**config.mk**
```make
export PLATFORM = sky130hd
export DESIGN_NAME = wdt_dual_clear
export DESIGN_NICKNAME = d
export VERILOG_FILES = /design/src/rtl/wdt_pkg.sv /design/src/rtl/wdt_tick_sel.sv /design/src/rtl/wdt_clear_ctl.sv /design/src/rtl/wdt_counter.sv /design/src/rtl/wdt_dual_clear.sv
export SDC_FILE = /design/constraint.sdc
export NUM_CORES = 1
export LEC_CHECK = 0
export ABC_AREA = 1
export BUFFER_PORTS_ARGS = -buffer_cell sky130_fd_sc_hd__buf_2
export CORE_AREA = 8 8 57 55
export CTS_CLUSTER_SIZE = 10
export DETAILED_ROUTE_END_ITERATION = 6
export DIE_AREA = 0 0 65 63
export GPL_ROUTABILITY_DRIVEN = 0
export GPL_TIMING_DRIVEN = 0
export PLACE_DENSITY = 0.72
export SLEW_MARGIN = 10
export SYNTH_ARGS = -nofsm -noshare
export SYNTH_HDL_FRONTEND = slang
export SYNTH_HIERARCHICAL = 1
export SYNTH_SLANG_ARGS = --single-unit
```
**constraint.sdc**
```tcl
create_clock -name clk -period 2.05 [get_ports clk]
set_input_delay 0.1025 -clock clk [delete_from_list [all_inputs] [get_ports clk]]
set_output_delay 0.1025 -clock clk [all_outputs]
set_load 0.01 [all_outputs]
```
**src/rtl/wdt_pkg.sv**
```systemverilog
package wdt_pkg;

    typedef enum logic {
        SRC_OSC   = 1'b0,
        SRC_INSTR = 1'b1
    } wdt_src_e;

    typedef enum logic {
        DISC_SINGLE = 1'b0,
        DISC_PAIRED = 1'b1
    } wdt_disc_e;

    typedef struct packed {
        logic single;
        logic first;
        logic second;
    } wdt_cmd_t;

    typedef struct packed {
        logic chip;
        logic warm;
    } wdt_req_t;

    function automatic wdt_req_t route_overflow(input logic ovf, input logic core_halted);
        wdt_req_t r;
        r.chip = ovf && !core_halted;
        r.warm = ovf && core_halted;
        return r;
    endfunction

endpackage

```
**src/rtl/wdt_tick_sel.sv**
```systemverilog
module wdt_tick_sel
    import wdt_pkg::*;
#(
    parameter int INSTR_DIV = 4
) (
    input  logic     clk,
    input  logic     rst,
    input  wdt_src_e src,
    input  logic     osc_tick,
    input  logic     halted,
    output logic     tick
);
    localparam int DIV_W = (INSTR_DIV > 2) ? $clog2(INSTR_DIV) : 1;
    localparam logic [DIV_W-1:0] DIV_LAST = DIV_W'(INSTR_DIV - 1);

    logic [DIV_W-1:0] div_q;
    logic             instr_tick;

    always_ff @(posedge clk) begin
        if (rst) begin
            div_q <= '0;
        end else if (div_q == DIV_LAST) begin
            div_q <= '0;
        end else begin
            div_q <= div_q + 1'b1;
        end
    end

    // the instruction clock is gated off while the core is halted
    assign instr_tick = (div_q == DIV_LAST) && !halted;

    always_comb begin
        if (src == SRC_INSTR) tick = instr_tick;
        else                  tick = osc_tick;
    end

endmodule

```
**src/rtl/wdt_clear_ctl.sv**
```systemverilog
module wdt_clear_ctl
    import wdt_pkg::*;
(
    input  logic      clk,
    input  logic      rst,
    input  wdt_disc_e disc,
    input  wdt_cmd_t  cmd,
    input  logic      hard_clr,
    input  logic      ovf,
    output logic      sw_clr
);
    logic seen_first_q;
    logic seen_second_q;
    logic have_first;
    logic have_second;

    assign have_first  = seen_first_q  || cmd.first;
    assign have_second = seen_second_q || cmd.second;

    always_comb begin
        if (disc == DISC_PAIRED) sw_clr = have_first && have_second;
        else                     sw_clr = cmd.single;
    end

    always_ff @(posedge clk) begin
        if (rst || hard_clr || sw_clr || ovf) begin
            seen_first_q  <= 1'b0;
            seen_second_q <= 1'b0;
        end else if (disc == DISC_PAIRED) begin
            seen_first_q  <= have_first;
            seen_second_q <= have_second;
        end
    end

    AST_SEEN_ONLY_PAIRED: assert property (@(posedge clk) disable iff (rst)
        (disc == DISC_SINGLE && $past(disc == DISC_SINGLE)) |-> (!seen_first_q && !seen_second_q));

endmodule

```
**src/rtl/wdt_counter.sv**
```systemverilog
module wdt_counter #(
    parameter int CNT_W = 16
) (
    input  logic clk,
    input  logic rst,
    input  logic tick,
    input  logic clr,
    output logic ovf
);
    localparam logic [CNT_W-1:0] CNT_LAST = {CNT_W{1'b1}};

    logic [CNT_W-1:0] cnt_q;

    // a clear outranks the tick that would have wrapped the counter
    assign ovf = tick && !clr && (cnt_q == CNT_LAST);

    always_ff @(posedge clk) begin
        if (rst || clr) begin
            cnt_q <= '0;
        end else if (tick) begin
            cnt_q <= cnt_q + 1'b1;
        end
    end

    AST_WRAP_TO_ZERO: assert property (@(posedge clk) disable iff (rst)
        ovf |=> (cnt_q == '0));

endmodule

```
**src/rtl/wdt_dual_clear.sv**
```systemverilog
module wdt_dual_clear
    import wdt_pkg::*;
#(
    parameter int CNT_W     = 16,
    parameter int INSTR_DIV = 4
) (
    input  logic clk,
    input  logic rst,
    input  logic osc_tick,
    input  logic sel_instr,
    input  logic dual_clear,
    input  logic clr_single,
    input  logic clr_first,
    input  logic clr_second,
    input  logic halt_insn,
    input  logic halted,
    input  logic ext_rst_n,
    input  logic flag_clr,
    output logic chip_rst_req,
    output logic warm_rst_req,
    output logic timeout_flag
);
    wdt_src_e  src;
    wdt_disc_e disc;
    wdt_cmd_t  cmd;
    wdt_req_t  req_next;
    logic      tick;
    logic      hard_clr;
    logic      sw_clr;
    logic      ovf;

    assign src      = wdt_src_e'(sel_instr);
    assign disc     = wdt_disc_e'(dual_clear);
    assign cmd      = '{single: clr_single, first: clr_first, second: clr_second};
    assign hard_clr = !ext_rst_n || halt_insn;

    wdt_tick_sel #(.INSTR_DIV(INSTR_DIV)) u_tick (
        .clk      (clk),
        .rst      (rst),
        .src      (src),
        .osc_tick (osc_tick),
        .halted   (halted),
        .tick     (tick)
    );

    wdt_clear_ctl u_clr (
        .clk      (clk),
        .rst      (rst),
        .disc     (disc),
        .cmd      (cmd),
        .hard_clr (hard_clr),
        .ovf      (ovf),
        .sw_clr   (sw_clr)
    );

    wdt_counter #(.CNT_W(CNT_W)) u_cnt (
        .clk  (clk),
        .rst  (rst),
        .tick (tick),
        .clr  (hard_clr || sw_clr),
        .ovf  (ovf)
    );

    assign req_next = route_overflow(ovf, halted);

    always_ff @(posedge clk) begin
        if (rst) begin
            chip_rst_req <= 1'b0;
            warm_rst_req <= 1'b0;
            timeout_flag <= 1'b0;
        end else begin
            chip_rst_req <= req_next.chip;
            warm_rst_req <= req_next.warm;
            if (req_next.chip)               timeout_flag <= 1'b1;
            else if (!ext_rst_n || flag_clr) timeout_flag <= 1'b0;
        end
    end

    AST_REQ_EXCLUSIVE: assert property (@(posedge clk) disable iff (rst)
        !(chip_rst_req && warm_rst_req));
    AST_CHIP_PULSE: assert property (@(posedge clk) disable iff (rst)
        chip_rst_req |=> !chip_rst_req);
    AST_WARM_PULSE: assert property (@(posedge clk) disable iff (rst)
        warm_rst_req |=> !warm_rst_req);
    AST_CHIP_SETS_FLAG: assert property (@(posedge clk) disable iff (rst)
        chip_rst_req |-> timeout_flag);
    AST_WARM_KEEPS_FLAG: assert property (@(posedge clk) disable iff (rst)
        (warm_rst_req && $past(timeout_flag && ext_rst_n && !flag_clr)) |-> timeout_flag);
    AST_EXT_CLEARS_FLAG: assert property (@(posedge clk) disable iff (rst)
        !ext_rst_n |=> !timeout_flag);
    AST_FROZEN_NO_REQ: assert property (@(posedge clk) disable iff (rst)
        (sel_instr && halted && $past(sel_instr && halted)) |-> (!chip_rst_req && !warm_rst_req));

endmodule

```
Yosys cells after proc, flatten, opt, wreduce, memory -nomap -nowiden. Cells that the tools add are included. W data, S select, Z words.

Add/subtract/negate cells: 2. Equality and inequality tests: 2. Muxes and demuxes: 4. Reductions and logical operators: 20.

Operators by type and width (number): $add A16 B1 Y16 const B (1); $eq A16 B16 Y1 const B (1); $logic_or A1 B1 Y1 (9); $logic_and A1 B1 Y1 (6); $mux W1 (4); $logic_not A1 Y1 (3); $add A2 B1 Y2 const B (1); $eq A2 B2 Y1 const B (1); $reduce_bool A2 Y1 (1); $reduce_or A2 Y1 (1).

Register bits after elaboration: 23.

Logic depth before layout (Yosys ltp). Gate-level depths: netlist of run 1.

Depth after elaboration: 9. Mapped depth: 12. Gate-level depth less buffers: 12.

Modules after synthesis. Netlist of run 1, hierarchy kept.

By module, submodules not included: wdt_counter (times used 1, cells each 121, area an instance 805.8 sq um, sequential area each 320.3 sq um); wdt_dual_clear (times used 1, cells each 18, area an instance 120.1 sq um, sequential area each 60.1 sq um); wdt_clear_ctl (times used 1, cells each 18, area an instance 113.9 sq um, sequential area each 40.0 sq um); wdt_tick_sel (times used 1, cells each 10, area an instance 95.1 sq um, sequential area each 40.0 sq um).

Worst setup path after synthesis of run 1. OpenSTA, ideal clock, no wires.

Kind: register to register. From: register u_tick.div_q[0]. To: register timeout_flag. Library setup time: 0.058 ns. Data arrival time: 1.472 ns. Data required time: 1.992 ns. Setup slack: 0.520 ns. Stages on the path, launching flop included: 12. Buffers on the path: 0. Period minus slack after synthesis: 1.530 ns. Cells stage by stage: dfxtp_1 -> ha_1 -> nand3_1 -> nand2_1 -> nand2_1 -> nor2_1 -> nand3_1 -> nor2_1 -> inv_1 -> nor2_1 -> nand2_1 -> nand2_1.

Longest elaborated chain between the ends: 7.

Ends and longest elaborated chain: start, declared (RTL line wdt_tick_sel.sv:16) `logic [DIV_W-1:0] div_q;`; start signal, assigned (RTL line wdt_tick_sel.sv:25) `div_q <= div_q + 1'b1;`; $eq A2 B2 Y1 * (RTL line wdt_tick_sel.sv:30) `assign instr_tick = (div_q == DIV_LAST) && !halted;`; $logic_and A1 B1 Y1 * (RTL line wdt_tick_sel.sv:30); $mux W1 * (RTL line wdt_tick_sel.sv:33) `if (src == SRC_INSTR) tick = instr_tick;`; via tick (RTL line wdt_dual_clear.sv:27) `logic tick;`; $logic_and A1 B1 Y1 * (2 in series) (RTL line wdt_counter.sv:15) `assign ovf = tick && !clr && (cnt_q == CNT_LAST);`; via ovf (RTL line wdt_dual_clear.sv:30) `logic ovf;`; $logic_and A1 B1 Y1 * (RTL line wdt_pkg.sv:26) `r.chip = ovf && !core_halted;`; $mux W1 or $reduce_bool A2 Y1 (tied branches); end signal, assigned (RTL line wdt_dual_clear.sv:70) `timeout_flag <= 1'b0;`; end signal, assigned (RTL line wdt_dual_clear.sv:74) `if (req_next.chip) timeout_flag <= 1'b1;`; end signal, assigned (RTL line wdt_dual_clear.sv:75) `else if (!ext_rst_n || flag_clr) timeout_flag <= 1'b0;`; end, declared (RTL line wdt_dual_clear.sv:21) `output logic timeout_flag`.

The timed path passes the listed nets; every way through them passes the cells marked *. A chain may end at the register's enable or synchronous reset.

Final worst setup path of run 1. Same ends and word-level chain as after synthesis.

==> impl_metrics.py, run 1 <==
metrics = {
    "run_status": {
        "status": "finished, final reports clean",
    },
    "sta": {
        "slew_violations": 0,
        "slew_headroom_pct": 84.91,
        "fin_crit_sh_pct": 86.02,
        "worst_pin_slew_ns": 0.2255,
        "hold_viol": 0,
        "finalSetupViolCount": 0,
        "max_freq_ghz": 0.5671,
        "rsz0062_at_grt": "false",
        "fin_tns_setup_ns": 0,
        "fin_skew_ns": 0.002249,
        "final.min_clock_period_ns": 1.763,
    },
    "setup_path": {
        "start_kind": "flip-flop",
        "crit_type": "reg2reg",
        "end_kind": "flip-flop",
        "cp.required_ns": 2.30,
        "cp_max_fo": 7,
        "worstPathArrival_ns": 2.02,
    },
    "clock_tree": {
        "post_cts_buffers": 0,
        "cts_resized": 0,
        "cts_root_buf": "clkbuf_4",
        "clockBufferDepth": 2,
        "numCtsBuffers": 3,
        "cts.sink_count": 23,
        "clk_latency_ns": 0.30,
        "clock_tree.htree_level_count": 1,
        "cts-hold-fix-buffers": 0,
        "cts_tree": "done",
        "path_clk_slew_ns": 0.11,
    },
    "pwr": {
        "powerDensity_nw_per_um2": 557.3,
        "cellLeakagePower_nw": 0.5035,
        "ir_worst_vdd_mv": 0.4005,
        "totalPowerFinal_mw": 0.7057,
    },
    "layout": {
        "regArea_um2": 460.4,
        "antenna_cells": 0,
        "multi_input_area_um2": 575.6,
        "nets": 200,
        "nFillCells": 222,
        "fin_util_pct": 56.69,
        "syn_to_final_growth_pct": 11.58,
        "drive_gt1_share_pct": 16.76,
    },
    "synthesis": {
        "synth_most_common_cell": "nand2_1",
        "synth_cells": 167,
        "synth_top_cell_by_area": "dfxtp_1",
        "synth_cell_types": 23,
        "synth_top_area_share_pct": 40.57,
        "async_flop_share_pct": 0,
        "ys_warn_count": 6,
        "yosysSeqAreaShare_pct": 40.57,
        "yosys-top-cells-count": "nand2_1 (43), nor2_1 (32), inv_1 (24)",
        "syn-num-nets": 181,
        "synth_area_per_cell_um2": 6.795,
        "ys.flop_type": "dfxtp_1",
        "yosys_register_bits": 23,
        "synth_area_um2": 1135,
        "synth_edf_count": 0,
        "synthTopCellsByArea": "dfxtp_1 (41%), nand2_1 (14%), nor2_1 (11%)",
    },
    "placement": {
        "io_buffers": 14,
        "dp_hpwl_mm": 1.721,
    },
    "floorplan": {
        "fp.dieW_um": 65,
        "die_height_um": 63,
        "num_rows": 17,
        "io_pins": 15,
        "core_um2": 2233,
        "start_util_pct": 50.81,
        "die_area_um2": 4095,
    },
    "detailed_routing": {
        "wl_per_cell_um": 9.845,
        "dr.pass1.iters": 4,
        "num_vias": 1005,
        "antenna_left": 0,
        "drc": 0,
        "viasPerCell": 4.718,
        "wl_mm": 2.097,
        "drtIter0Drc": 17,
    },
    "grt": {
        "grt_max_degree": 13,
        "grtUsageTotal_pct": 11.48,
        "grt-ovfl-total": 0,
        "grt_pass1_vias": 998,
        "grt_pass1_wl_mm": 3.884,
        "antenna_found_initial": 0,
    },
    "job": {
        "drv_cap": 0,
    },
    "min_path": {
        "min-delay-path-class": "in2reg",
    },
}
==> state kept, by name, summed over array words and instances, names as in the netlist <==
| signal | cells |
|---|---|
| timeout_flag | 1 |
| u_cnt/cnt_q | 16 |
| warm_rst_req | 1 |
| u_tick/div_q | 2 |
| u_clr/seen_first_q | 1 |
| u_clr/seen_second_q | 1 |
| chip_rst_req | 1 |
==> per-stage QoR <==
step / instances / cell area (um2) / setup WS (ns) / hold slack [ns]
floorplan: 167 / 1135 / 0.5196 / 0.1732
global placement: 209 / 1240 / 0.3384 / 0.3421
detailed placement: 209 / 1240 / 0.2998 / 0.3519
CTS: 213 / 1266 / 0.2526 / 0.01691
global route: 213 / 1266 / 0.05209 / 0.01898
finish: 213 / 1266 / 0.2866 / 0.02769
==> worst paths after layout <==
| kind | from | to | slack (ns) | cells after the start |
|---|---|---|---|---|
| setup / recovery | u_tick/div_q[0]$_SDFF_PP0_ | timeout_flag$_SDFFE_PP0P_ | 0.29 | 11 |
| setup reg to reg | u_tick/div_q[0]$_SDFF_PP0_ | timeout_flag$_SDFFE_PP0P_ | 0.29 | 11 |
| hold / removal | flag_clr | timeout_flag$_SDFFE_PP0P_ | 0.03 | 4 |
| hold reg to reg | u_tick/div_q[0]$_SDFF_PP0_ | u_tick/div_q[0]$_SDFF_PP0_ | 0.45 | 1 |
==> cell type report <==
| cell class | instances | share of cell area, % |
|---|---|---|
| timing repair buffer | 14 | 5.534 |
| sequential | 23 | 36.36 |
| multi-input combinational | 118 | 45.45 |
| tap | 28 | 2.767 |
| clock buffer | 4 | 2.075 |
| buffer | 1 | 0.3953 |
| inverter | 25 | 7.411 |
==> logic make-up after synthesis <==
family                   after synthesis  synth area share [%]
AND/OR/NAND/NOR                       99                 39.36
buffers and inverters                 26                 8.710
flip-flops                            23                 40.57
AO/OA/AOI/OAI                         15                 7.607
XOR/XNOR                               2                 1.544
adder cells (fa/ha/maj)                2                 2.205
==> critical path: stages (launching register included) <==
cell and delay (ns):
dfxtp_1 0.37, ha_1 0.23, nand3_1 0.09, nand2_1 0.19, nand2_1 0.09, nor2_1 0.16, nand3_1 0.12, nor2_1 0.17
inv_1 0.08, nor2_1 0.08, nand2_1 0.07, nand2_1 0.06
==> routing by layer <==
metal / global-route usage (%) / vias to the layer above / part of all wire (%)
met5: 0 / - / 0
met4: 5.722 / 0 / 1.6
met2: 20.25 / 9 / 50
li1: - / 552 / -
met1: 12.59 / 440 / 47
met3: 2.151 / 4 / 2.0
==> layout by cell type, fill, tap and decap left out <==
cell      count
xnor2_1       1
nand2_2       2
inv_2         1
buf_2        15
clkbuf_4      3
nor3_2        2
nor2_2        2
nor3b_2       1
inv_1        24
o21bai_1      2
o21ai_0       3
xor2_1        1
nor3_1        2
and3_2        1
ha_1          2
clkbuf_1      1
a211oi_1      1
nor2_1       32
nor2_4        3
a21oi_1       8
dfxtp_1      23
nand2_1      43
or2_1         1
a21oi_2       1
nand3_1      10
==> power breakdown <==
part,switching (mW),internal (mW)
Clock,0.123,0.0758
Combinational,0.0286,0.0221
Sequential,0.00308,0.453
Total,0.155,0.551
Note: power is estimated with default switching activity, not from simulation.
==> run 2: changes to the inputs <==
--- a/config.mk
+++ b/config.mk
@@ -5,15 +5,15 @@
 export SDC_FILE = /design/constraint.sdc
 export NUM_CORES = 1
 export LEC_CHECK = 0
-export ABC_AREA = 1
 export BUFFER_PORTS_ARGS = -buffer_cell sky130_fd_sc_hd__buf_2
-export CORE_AREA = 8 8 57 55
+export CORE_AREA = 8 8 57 54
 export CTS_CLUSTER_SIZE = 10
 export DETAILED_ROUTE_END_ITERATION = 6
-export DIE_AREA = 0 0 65 63
+export DIE_AREA = 0 0 65 62
 export GPL_ROUTABILITY_DRIVEN = 0
 export GPL_TIMING_DRIVEN = 0
-export PLACE_DENSITY = 0.72
+export PLACE_DENSITY = 0.71
+export REMOVE_ABC_BUFFERS = 1
 export SLEW_MARGIN = 10
 export SYNTH_ARGS = -nofsm -noshare
 export SYNTH_HDL_FRONTEND = slang
==> run 2 against run 1 <==
  * Core utilization grew 4.5 points
  * Register-to-register slack got worse by 0.13 ns
  * Largest cell class unchanged
  * Critical path type unchanged
  * Global-route usage grew 0.70 points
  * Worst setup slack worse by 0.13 ns
  * Area after synthesis fell by 3.1%
  * Critical path depth down 6
  * Cell count decreased by 25%
==> impl_metrics.py, run 2 <==
metrics = {
    "synthesis": {
        "synthTopCellsByArea": "dfxtp_1 (42%), mux2i_1 (4.6%), nor4_1 (4.0%)",
        "synth_cell_types": 38,
        "synth_top_area_share_pct": 41.87,
        "synth_most_common_cell": "dfxtp_1",
        "synth_edf_count": 0,
        "yosys_register_bits": 23,
        "synth_cells": 114,
        "synth_area_per_cell_um2": 9.647,
        "ys_warn_count": 6,
        "ys.flop_type": "dfxtp_1",
        "yosys-top-cells-count": "dfxtp_1 (23), nand2_1 (8), a21oi_1 (7), nor4_1 (7), nor2_1 (6)",
        "async_flop_share_pct": 0,
        "yosysSeqAreaShare_pct": 41.87,
        "synth_area_um2": 1100,
        "synth_top_cell_by_area": "dfxtp_1",
    },
    "sta": {
        "slew_violations": 0,
        "worst_pin_slew_ns": 0.4001,
        "fin_ws_ns": 0.1525,
        "fin_crit_sh_pct": 92.56,
        "slew_headroom_pct": 73.23,
        "max_freq_ghz": 0.5270,
        "fin_skew_ns": 0.002313,
        "finalSetupViolCount": 0,
        "rsz0062_at_grt": "false",
        "final.min_clock_period_ns": 1.898,
        "hold_viol": 0,
    },
    "pwr": {
        "totalPowerFinal_mw": 0.7301,
        "switching_share_pct": 23.66,
        "pwr-share-clk_pct": 29.2,
        "power_switching_mw": 0.1727,
        "cellLeakagePower_nw": 0.4580,
        "combPwrFrac_pct": 8.0,
        "powerDensity_nw_per_um2": 567.7,
        "ir_worst_vdd_mv": 0.4322,
        "pwr-share-seq_pct": 62.8,
        "internal-power_mw": 0.5574,
    },
    "setup_path": {
        "cp_max_fo": 15,
        "reg2regPathDepth": 5,
        "worstPathArrival_ns": 2.17,
        "start_kind": "flip-flop",
        "crit_type": "reg2reg",
        "cp.required_ns": 2.32,
        "crit_chain": "nand4_4 > or4_4 > nor3b_4 > nor3b_2 > or2_1",
        "slowest_delay_ns": 0.59,
        "end_kind": "flip-flop",
        "cp_slowest_cell": "or4_4",
    },
    "layout": {
        "fin_util_pct": 61.19,
        "final_cell_mix": "dfxtp_1 (22), buf_2 (14), nand2_1 (8)",
        "top_register": "u_cnt/cnt_q",
        "syn_to_final_growth_pct": 16.95,
        "layoutNonFillerInstCount": 160,
        "nets": 148,
        "nFillCells": 186,
        "multi_input_area_um2": 653.1,
        "final_common_cell": "dfxtp_1",
        "antenna_cells": 0,
        "largestRegisters": "u_cnt/cnt_q (16), u_tick/div_q (2)",
        "drive_gt1_share_pct": 28.57,
        "largest_reg_flops": 16,
        "regArea_um2": 461.7,
    },
    "floorplan": {
        "io_pins": 15,
        "start_util_pct": 52.32,
        "die_area_um2": 4030,
        "core_um2": 2102,
        "die_height_um": 62,
        "fp.dieW_um": 65,
        "num_rows": 16,
    },
    "detailed_routing": {
        "num_vias": 910,
        "wl_mm": 2.252,
        "antenna_left": 0,
        "viasPerCell": 5.688,
        "dr.pass1.iters": 4,
        "wl_per_cell_um": 14.08,
        "drc": 0,
        "drtIter0Drc": 31,
    },
    "clock_tree": {
        "clockBufferDepth": 2,
        "numCtsBuffers": 3,
        "clock_tree.htree_level_count": 1,
        "cts_tree": "done",
        "cts.sink_count": 23,
        "clk_latency_ns": 0.32,
        "path_clk_slew_ns": 0.13,
        "cts_root_buf": "clkbuf_4",
    },
    "min_path": {
        "hold_path_depth": 2,
        "min-delay-path-class": "in2reg",
    },
    "run_status": {
        "status": "finished, final reports clean",
    },
    "grt": {
        "antenna_found_initial": 0,
        "grt_pass1_vias": 883,
        "grt_pass1_wl_mm": 3.774,
        "grt_max_degree": 16,
        "grtUsageTotal_pct": 12.18,
        "grt-ovfl-total": 0,
    },
    "placement": {
        "io_buffers": 14,
        "dp_hpwl_mm": 1.531,
        "post-place-ws_ns": -0.2044,
        "dp.cells": 152,
    },
    "job": {
        "drv_cap": 0,
    },
}
==> run 2: cell count changes after synthesis, sizes merged, moves of 4 or more <==
cell,before,now
nand3,10,4
nand4,0,6
nor2,37,6
or4,0,4
nor4,0,7
or3,0,7
mux2i,0,5
nand2,45,8
inv,25,2
==> run 2: path summary, 6_finish.rpt <==
kind | start | end | slack, ns
worst max-delay path | u_cnt/cnt_q[3]$_SDFFE_PP0P_ | timeout_flag$_SDFFE_PP0P_ | 0.15
worst max register to register | u_cnt/cnt_q[3]$_SDFFE_PP0P_ | timeout_flag$_SDFFE_PP0P_ | 0.15
worst min-delay path | rst | u_tick/div_q[0]$_SDFF_PP0_ | 0.09
worst min register to register | u_tick/div_q[0]$_SDFF_PP0_ | u_tick/div_q[0]$_SDFF_PP0_ | 0.45
==> run 2: stage by stage <==
step | area, um2 | hold slack [ns] | TNS [ns]
after floorplan | 1086 | 0.1732 | 0
after global placement | 1190 | 0.3002 | -0.4453
after detailed placement | 1190 | 0.3039 | -0.6453
after CTS | 1270 | 0.07965 | 0
after global routing | 1286 | 0.08536 | 0
final | 1286 | 0.09360 | 0
==> run 2: what timing repair did <==
item,in CTS,in global routing
pin swaps,2,3
setup endpoints to repair,5,4
hold buffers,1,0
cloned,0,0
setup buffers,2,1
gates resized for setup,5,1
hold endpoints to repair,1,0
==> run 2: kinds of logic after synthesis <==
logic type      after synthesis  share of synthesized area, %
fa+ha+maj                     2                         2.275
xor+xnor                      4                         3.186
simple gates                 57                         35.38
flops                        23                         41.87
buf+inv                       5                         1.934
mux                           5                         4.551
compound gates               18                         10.81
==> run 2: layout make-up <==
type	instances	area share (%)
repair buffers	18	7.977
flip-flops and latches	23	35.90
clock buffers	3	1.751
well taps	27	2.626
inverters	2	0.5837
multi-input cells	86	50.78
clock inverters	1	0.3891
==> run 2: power by group through the flow <==
stage / sequential [mW] / combinational, mW / clock, mW
5_1_grt: 0.459 / 0.0654 / 0.247
3_3_place_gp: 0.466 / 0.0475 / 0
4_1_cts: 0.459 / 0.0568 / 0.227
3_5_place_dp: 0.466 / 0.0499 / 0
6_report: 0.459 / 0.0584 / 0.213
2_1_floorplan: 0.465 / 0.0294 / 0
==> run 2: routing by layer <==
metal  GRT usage [%]  wire length [um]  up-vias
li1                -                 -      468
met1           13.23              1038      423
met2           19.97              1081       14
met3           3.763                76        5
met4           9.317                56        0
met5               0                 0        -
==> run 2: worst max-delay path, delay by kind of cell, from the launching register on <==
kind / cells / cell delay, ns
DFF: 1 / 0.49
and+or+nand+nor: 5 / 1.36
